**src/rtl/lfsr_hb_pkg.sv**
```systemverilog
package lfsr_hb_pkg;
  // Default register width and feedback mask for the heartbeat timer.
  // Bit (W-1) of the mask is the constant term of the polynomial.
  localparam int unsigned HB_W_DEFAULT    = 20;
  localparam logic [19:0] HB_POLY_DEFAULT = 20'h80004;
endpackage

```
**src/rtl/lfsr_galois_next.sv**
```systemverilog
module lfsr_galois_next #(
  parameter int unsigned W    = 20,
  parameter logic [W-1:0] POLY = W'(lfsr_hb_pkg::HB_POLY_DEFAULT)
) (
  input  logic [W-1:0] cur,
  output logic [W-1:0] nxt
);
  logic fb;
  assign fb = cur[0];

  // Lower stages: shifted bit, XORed with the output bit where the mask has a tap.
  for (genvar i = 0; i < int'(W) - 1; i++) begin : g_stage
    if (POLY[i]) begin : g_tap
      assign nxt[i] = cur[i+1] ^ fb;
    end else begin : g_plain
      assign nxt[i] = cur[i+1];
    end
  end

  // Top stage is fed straight from the output bit (constant term).
  assign nxt[W-1] = fb;
endmodule

```
**src/rtl/lfsr_hb_core.sv**
```systemverilog
module lfsr_hb_core #(
  parameter int unsigned  W    = 20,
  parameter logic [W-1:0] POLY = W'(lfsr_hb_pkg::HB_POLY_DEFAULT),
  parameter logic [W-1:0] SEED = W'(1)
) (
  input  logic         clk,
  input  logic         rst,
  output logic [W-1:0] state_q,
  output logic         wrap_next,
  output logic         wrap_q
);
  logic [W-1:0] state_d;

  lfsr_galois_next #(.W(W), .POLY(POLY)) u_next (
    .cur (state_q),
    .nxt (state_d)
  );

  // Seed match is taken on the next state, so the pulse lines up with the
  // cycle in which the register shows the seed again.
  assign wrap_next = (state_d == SEED);

  always_ff @(posedge clk) begin
    if (rst) begin
      state_q <= SEED;
      wrap_q  <= 1'b0;
    end else begin
      state_q <= state_d;
      wrap_q  <= wrap_next;
    end
  end

  // a nonzero seed never leads into the lock-up state.
  p_never_zero_r7: assert property (@(posedge clk) disable iff (rst)
    state_q != '0);

  // the pulse only appears while the register holds the seed.
  p_wrap_at_seed_r5: assert property (@(posedge clk) disable iff (rst)
    wrap_q |-> state_q == SEED);
endmodule

```
**src/rtl/lfsr_hb_toggle.sv**
```systemverilog
module lfsr_hb_toggle (
  input  logic clk,
  input  logic rst,
  input  logic flip,
  output logic hb_q
);
  always_ff @(posedge clk) begin
    if (rst)       hb_q <= 1'b0;
    else if (flip) hb_q <= ~hb_q;
  end

  // the level inverts after a flip request.
  p_hb_flip_r6: assert property (@(posedge clk) disable iff (rst)
    flip |=> hb_q != $past(hb_q));

  // the level holds when no flip is requested.
  p_hb_hold_r6: assert property (@(posedge clk) disable iff (rst)
    !flip |=> $stable(hb_q));
endmodule

```
**src/rtl/lfsr_heartbeat_timer.sv**
```systemverilog
module lfsr_heartbeat_timer #(
  parameter int unsigned  W    = lfsr_hb_pkg::HB_W_DEFAULT,
  parameter logic [W-1:0] POLY = W'(lfsr_hb_pkg::HB_POLY_DEFAULT),
  parameter logic [W-1:0] SEED = W'(1)
) (
  input  logic         clk,
  input  logic         rst,
  output logic         heartbeat,
  output logic         wrap_pulse,
  output logic [W-1:0] lfsr_state
);
  logic wrap_next;
  logic armed;

  lfsr_hb_core #(.W(W), .POLY(POLY), .SEED(SEED)) u_core (
    .clk       (clk),
    .rst       (rst),
    .state_q   (lfsr_state),
    .wrap_next (wrap_next),
    .wrap_q    (wrap_pulse)
  );

  lfsr_hb_toggle u_hb (
    .clk  (clk),
    .rst  (rst),
    .flip (wrap_next),
    .hb_q (heartbeat)
  );

  // Marks cycles that follow at least one advancing edge since reset.
  always_ff @(posedge clk) begin
    if (rst) armed <= 1'b0;
    else     armed <= 1'b1;
  end

  // the top stage takes the previous output bit unchanged.
  p_top_feed_r3: assert property (@(posedge clk) disable iff (rst)
    armed |-> lfsr_state[W-1] == $past(lfsr_state[0]));

  // reaching the seed by advancing always raises the pulse.
  p_seed_gives_wrap_r5: assert property (@(posedge clk) disable iff (rst)
    (armed && lfsr_state == SEED) |-> wrap_pulse);

  // the pulse lasts a single cycle.
  p_wrap_single_r5: assert property (@(posedge clk) disable iff (rst)
    wrap_pulse |=> !wrap_pulse);

  // the heartbeat changes exactly when the pulse is high.
  p_hb_with_wrap_r6: assert property (@(posedge clk) disable iff (rst)
    armed |-> ((heartbeat != $past(heartbeat)) == wrap_pulse));
endmodule

```
**config.mk**
```make
export PLATFORM = sky130hd
export DESIGN_NAME = lfsr_heartbeat_timer
export DESIGN_NICKNAME = d
export VERILOG_FILES = /design/src/rtl/lfsr_hb_pkg.sv /design/src/rtl/lfsr_galois_next.sv /design/src/rtl/lfsr_hb_core.sv /design/src/rtl/lfsr_hb_toggle.sv /design/src/rtl/lfsr_heartbeat_timer.sv
export SDC_FILE = /design/constraint.sdc
export NUM_CORES = 1
export LEC_CHECK = 0
export ABC_AREA = 1
export ABC_CLOCK_PERIOD_IN_PS = 980
export BUFFER_PORTS_ARGS = -buffer_cell sky130_fd_sc_hd__buf_4
export CAP_MARGIN = 40
export CELL_PAD_IN_SITES_DETAIL_PLACEMENT = 1
export CELL_PAD_IN_SITES_GLOBAL_PLACEMENT = 1
export CORE_ASPECT_RATIO = 0.7
export CORE_MARGIN = 2
export CORE_UTILIZATION = 32
export DETAILED_ROUTE_END_ITERATION = 7
export PLACE_DENSITY = 0.73
export SYNTH_ARGS = -nofsm -noshare
export SYNTH_HDL_FRONTEND = slang
export SYNTH_SLANG_ARGS = --single-unit
```
**constraint.sdc**
```tcl
create_clock -name clk -period 0.98 [get_ports clk]
set_clock_uncertainty 0.1 [all_clocks]
set_input_delay 0.196 -clock clk [delete_from_list [all_inputs] [get_ports clk]]
set_output_delay 0.196 -clock clk [all_outputs]
set_load 0.01 [all_outputs]
```
==> results of run 1 <==
where the power goes:
group / internal [mW] / switching, mW / leakage, nW / total, mW
combinational: 0.0819 / 0.0688 / 0.458 / 0.151
sequential: 0.911 / 0.0146 / 0.188 / 0.926
clock: 0.358 / 0.281 / 0.0288 / 0.639
final timing paths:
path                            depth (start not counted)               from                end
worst min register to register                          1  u_core.state_q[1]  u_core.state_q[0]
worst min-delay path                                    2                rst  u_core.state_q[8]
worst max-delay path                                    6  u_core.state_q[4]          u_hb.hb_q
worst max register to register                          6  u_core.state_q[4]          u_hb.hb_q
worst max-delay path, stage by stage (launching register included):
cell	delay [ns]
sky130_fd_sc_hd__dfxtp_2	0.33
sky130_fd_sc_hd__nor2_1	0.14
sky130_fd_sc_hd__nand2_1	0.12
sky130_fd_sc_hd__nor2_4	0.14
sky130_fd_sc_hd__nand4_1	0.12
sky130_fd_sc_hd__nand2_1	0.09
sky130_fd_sc_hd__nor2_1	0.05
area by class of cell:
class                   count  area (um2)  area share
multi-input cells          45       212.7      0.1493
repair buffers             55       563.0      0.3951
clock buffers               4       55.05     0.03863
flip-flops and latches     22       469.2      0.3292
inverters                  22       82.58     0.05795
well taps                  34       42.54     0.02985
kinds of logic (layout without fill, tap and decap cells):
group,Yosys count,after routing,share of synthesized area
DFF,22,22,0.5014
AOI/OAI and AO/OA,1,1,0.005693
buffers and inverters,43,81,0.2650
and+or+nand+nor,44,44,0.2279
through the flow:
step / cell area [um2] / hold WS [ns] / util
after floorplan: 879.6 / 0.1959 / -
after global placement: 1102 / 0.3616 / 0.4351
after detailed placement: 1102 / 0.3684 / 0.4351
after CTS: 1353 / 0.1716 / 0.5338
after global routing: 1425 / 0.1733 / 0.5625
final: 1425 / 0.1691 / 0.5625
registers in the layout, indices dropped and copies added, names as in the netlist:
register        flops
u_core.state_q     20
u_hb.hb_q           1
u_core.wrap_q       1
cells in the mapped netlist:
library cell               number
sky130_fd_sc_hd__nor2_1        28
sky130_fd_sc_hd__dfxtp_1       22
sky130_fd_sc_hd__inv_1         21
sky130_fd_sc_hd__buf_4         19
sky130_fd_sc_hd__nand2_1        7
sky130_fd_sc_hd__clkbuf_1       2
sky130_fd_sc_hd__nand2_2        2
sky130_fd_sc_hd__nor2_4         2
sky130_fd_sc_hd__a21oi_1        1
sky130_fd_sc_hd__inv_2          1
sky130_fd_sc_hd__nand3_1        1
sky130_fd_sc_hd__nand3_2        1
sky130_fd_sc_hd__nand4_1        1
sky130_fd_sc_hd__nor2_2         1
sky130_fd_sc_hd__or2_1          1
repair_timing:
item	4_1_cts	5_1_grt
gates cloned	0	0
resized for setup	57	8
setup endpoints to repair	24	24
setup buffers	4	7
pin swaps	1	5
per-layer routing:
metal	share of wire	global-route usage	vias up
li1	-	-	369
met1	0.40	0.1429	339
met2	0.54	0.2540	19
met3	0.043	0.04941	5
met4	0.012	0.03673	0
met5	0	0	-
==> reports/summary.md, run 1 <==
• **row count** 15
• **latest clock arrival within the worst-skew pair** 0.26 ns
• **Floorplan Core Area** 2534 um2
• **initial antenna violation count** 0
• **highest-count cells in the layout ignoring fill and taps** 40 x sky130_fd_sc_hd__buf_6, 27 x sky130_fd_sc_hd__nor2_1, 20 x sky130_fd_sc_hd__dfxtp_2, 19 x sky130_fd_sc_hd__inv_1, 15 x sky130_fd_sc_hd__buf_4
• **setup TNS** -2.717 ns
• **worst hold-check path type** input port to register
• **I/O Buffers** 23
• **total clock sinks** 22
• **total number of H-tree levels** 1
• **average via count per standard cell** 4.022
• **maximum number of buffers from clock root to sink** 2
• **minimum clock period after layout** 1.198 ns
• **post-layout worst setup margin** -0.2177 ns
• **endpoint arrival time on the critical path** 1.26 ns
• **flip-flop and latch count after synthesis** 22
• **initial core utilization** 0.3467
• **total power** 1.716 mW
• **Worst-Margin Slew** 0.2322 ns
• **Layout area overhead** 62.25%
• **Worst R2R Setup Slack** -0.22 ns
• **Mapped Cells** 110
• **Worst slew margin** 0.8452
• **CTS tree** yes
• **via count of the first global-routing pass** 698
• **Wirelength per Cell** 11.98 um
• **Yosys top cell area share** 0.5014
• **# nets final** 151
• **leading cell type in the layout, fill and taps excluded** sky130_fd_sc_hd__buf_6
• **crit start category** register
• **Post-Syn Area per Cell** 7.985 um2
• **kind of critical path** register to register
• **I/O pin count** 24
• **Final Hold Vio Count** 0
• **first-pass GRT wire length** 2980 um
• **result of the run** complete, but fails checks
• **number of diodes added for antenna fixing** 0
• **Tcrit/Tclk final** 1.222
• **fraction of final layout cells with drive strength greater than 1** 0.6081
• **Clock transition at path regs** 0.08 ns
• **number of warnings printed during yosys synthesis** 0
• **Max Clk Rate** 834.9 MHz
• **Die Width** 66.62 um
• **largest net degree at the start of global routing** 23
• **fillers** 309
• **total number of vias** 732
• **leakage** 0.6749 nW
• **cell type contributing the most total cell area after synthesis** sky130_fd_sc_hd__dfxtp_1
• **setup repair after global routing missed its margin** yes
• **Netlist cell types** 15
• **highest ir drop seen on vdd** 843.8 uV
• **combined global-route utilization of all metal layers** 0.1329
• **worst setup slack after placement** -0.1259 ns
• **routability congestion estimate from global placement** 0.6851
• **cell area power density** 1204 nW/um2
• **number of buffers inserted by hold repair at cts** 0
• **number of design-rule violations left by the first detailed-router iteration** 31
• **Die Ht** 47.84 um
• **Synthesized Nets** 112
• **Remaining DRCs** 0
• **post-DP HPWL** 1357 um
• **Cell Area, Synth** 878.3 um2
• **DRT Pass-1 Iters** 3
• **number of max-slew violations in the final report** 0
• **antenna violation net count after detailed routing** 0
• **residual overflow from global routing** 0
• **final wirelength** 2180 um
• **final setup fails** 24
• **cells taking the most area after synthesis** sky130_fd_sc_hd__dfxtp_1 50%, sky130_fd_sc_hd__buf_4 16%, sky130_fd_sc_hd__nor2_1 12%
• **Crit path required time** 1.04 ns
• **clock tree root buffer cell** sky130_fd_sc_hd__clkbuf_8
• **Die Footprint** 3187 um2
• **violations in the final reports** setup timing
• **kind of end point of the critical path** register
• **sequential fraction of the synthesis area** 0.5014
• **max-cap check violation count** 0
• **# placed instances** 167
• **Final Instance Count excl. Fillers** 182
• **total clock buffers created by CTS** 3
• **Crit Path Max Fanout** 2
No activity file was read; power rests on OpenSTA's default activity.
==> run 2: changes to the inputs <==
Settings changed: MAX_ROUTING_LAYER set to met4, PLACE_DENSITY 0.73 to 0.76.
==> reports/summary.md, run 2 (synthesis results as in run 1) <==
• **leading cell type in the layout, fill and taps excluded** sky130_fd_sc_hd__buf_6
• **post-layout worst setup margin** -0.2215 ns, -0.003795 ns
• **Layout area overhead** 71.22%
• **cells traversed along the worst timing path** inv_2 -> nand2_2 -> nand2_2 -> nor2_4 -> nand3_2 -> nand2_1 -> inv_1 -> nor2_1
• **total number of vias** 753, +2.9%
• **setup repair after global routing missed its margin** yes
• **net switching fraction of the power** 0.1985, -0.01401
• **highest-count cells in the layout ignoring fill and taps** 40 x sky130_fd_sc_hd__buf_6, 21 x sky130_fd_sc_hd__nor2_1, 20 x sky130_fd_sc_hd__inv_1, 20 x sky130_fd_sc_hd__dfxtp_2, 17 x sky130_fd_sc_hd__buf_4
• **minimum clock period after layout** 1.202 ns, +0.003795 ns
• **critical path buffer and inverter count** 2, +2
• **number of flip-flops under the largest register name** 20, unchanged
• **clock group share of total power** 0.435, +0.062
• **endpoint arrival time on the critical path** 1.30 ns, +0.04 ns
• **Tcrit/Tclk final** 1.226, +0.003872
• **kind of critical path** register to register
• **Clock transition at path regs** 0.08 ns, about the same
• **final setup fails** 24, unchanged
• **row count** 15, unchanged
• **internal power of the cells** 1.541 mW, +14%
• **first-pass GRT wire length** 3408 um, +14%
• **DRT Pass-1 Iters** 4, +1
• **combinational fraction of design power** 0.082, -0.006
• **Worst slew margin** 0.8441, -0.001061
• **number of design-rule violations left by the first detailed-router iteration** 13, -58%
• **Max Clk Rate** 832.3 MHz, -0.32%
• **clock tree root buffer cell** sky130_fd_sc_hd__clkbuf_8
• **highest ir drop seen on vdd** 958.1 uV, +14%
• **maximum number of buffers from clock root to sink** 2, unchanged
• **critical path's slowest cell** sky130_fd_sc_hd__dfxtp_4
• **total clock sinks** 22, unchanged
• **combined global-route utilization of all metal layers** 0.1551, +0.02224
• **worst setup slack after placement** -0.1820 ns, -0.05618 ns
• **average via count per standard cell** 4.092, +1.8%
• **initial antenna violation count** 0, unchanged
• **antenna violation net count after detailed routing** 0, unchanged
• **# nets final** 153, +1.3%
• **via count of the first global-routing pass** 766, +9.7%
• **Wirelength per Cell** 11.97 um, about the same
• **Remaining DRCs** 0, unchanged
• **Die Footprint** 3187 um2, unchanged
• **max-cap check violation count** 0, unchanged
• **Crit path required time** 1.08 ns, +0.04 ns
• **final wirelength** 2203 um, +1.1%
• **number of max-slew violations in the final report** 0, unchanged
• **total number of H-tree levels** 1, unchanged
• **registers with the most flip-flops** u_core.state_q x20, u_core.wrap_q x1, u_hb.hb_q x1
• **Worst R2R Setup Slack** -0.22 ns, about the same
• **result of the run** complete, but fails checks
• **register with the most flip-flops** u_core.state_q
• **Final Hold Vio Count** 0, unchanged
• **crit start category** register
• **I/O Buffers** 23, unchanged
• **crit-path leading delay family** simple AND/OR/NAND/NOR gates
• **Worst-Margin Slew** 0.2338 ns, +0.001591 ns
• **Die Width** 66.62 um, unchanged
• **latest clock arrival within the worst-skew pair** 0.26 ns, about the same
• **Worst Hold Slack** 0.1528 ns, -0.01629 ns
• **switching component of the power** 0.3817 mW, +4.7%
• **post-DP HPWL** 1327 um, -2.2%
• **Die Ht** 47.84 um, unchanged
• **Sequential Power Share** 0.483, -0.057
• **CTS tree** yes
• **Floorplan Core Area** 2534 um2, unchanged
• **kind of end point of the critical path** register
• **leakage** 0.7061 nW, +4.6%
• **number of diodes added for antenna fixing** 0, unchanged
• **routability congestion estimate from global placement** 0.7105, +3.7%
• **violations in the final reports** setup timing
• **peak per-stage delay on the critical path** 0.39 ns, +0.06 ns
• **I/O pin count** 24, unchanged
• **residual overflow from global routing** 0, unchanged
• **cell mode on critical path** sky130_fd_sc_hd__nand2_2
• **largest net degree at the start of global routing** 23, unchanged
• **total power** 1.923 mW, +12%
• **initial core utilization** 0.3467, unchanged
• **total clock buffers created by CTS** 3, unchanged
• **Crit Path Max Fanout** 4, +2
• **worst hold-check path type** input port to register
• **cell area power density** 1279 nW/um2, +6.2%
• **fraction of final layout cells with drive strength greater than 1** 0.6933, +0.08523
## run 2: final timing paths
path | cells after the start | endpoint | startpoint
min | 2 | u_core.state_q[2] | rst
max reg2reg | 8 | u_hb.hb_q | u_core.state_q[0]
min reg2reg | 1 | u_core.state_q[0] | u_core.state_q[1]
max | 8 | u_hb.hb_q | u_core.state_q[0]
## run 2: power groups by stage
stage	combinational, mW	clock [mW]	sequential, mW
final	0.157	0.837	0.929
after global routing	0.171	0.896	0.931
after CTS	0.140	0.862	0.927
after detailed placement	0.116	0	0.942
after global placement	0.113	0	0.940
after floorplan	0.0747	0	0.941
## run 2: final cells by class
type,instances,area (um2)
clock inverter,1,30.03
multi-input combinational,45,256.5
timing repair buffer,57,578.1
fill,290,1030
sequential,22,473.0
tap,34,42.54
clock buffer,3,41.29
inverter,22,82.58
## run 2: through the flow
step	cell area, um2	std cells	TNS, ns	utilization
after floorplan	879.6	110	-0.03137	-
after global placement	1102	167	-0.05907	0.4351
final	1504	184	-2.870	0.5936
after global routing	1504	184	-3.619	0.5936
after CTS	1411	176	-2.727	0.5570
after detailed placement	1102	167	-0.2417	0.4351
## run 2: repair_timing
action	in CTS	in global routing
setup endpoints to repair	24	24
setup buffers	5	8
hold buffers	0	0
resized for setup	69	11
pin swaps	7	10
## run 2: routing by layer
layer,wire length (um),global-route usage,part of all wire
met2,1177,0.2720,0.53
met4,40,0.06939,0.018
met1,894,0.1631,0.41
met3,90,0.05412,0.041
met5,0,-,0
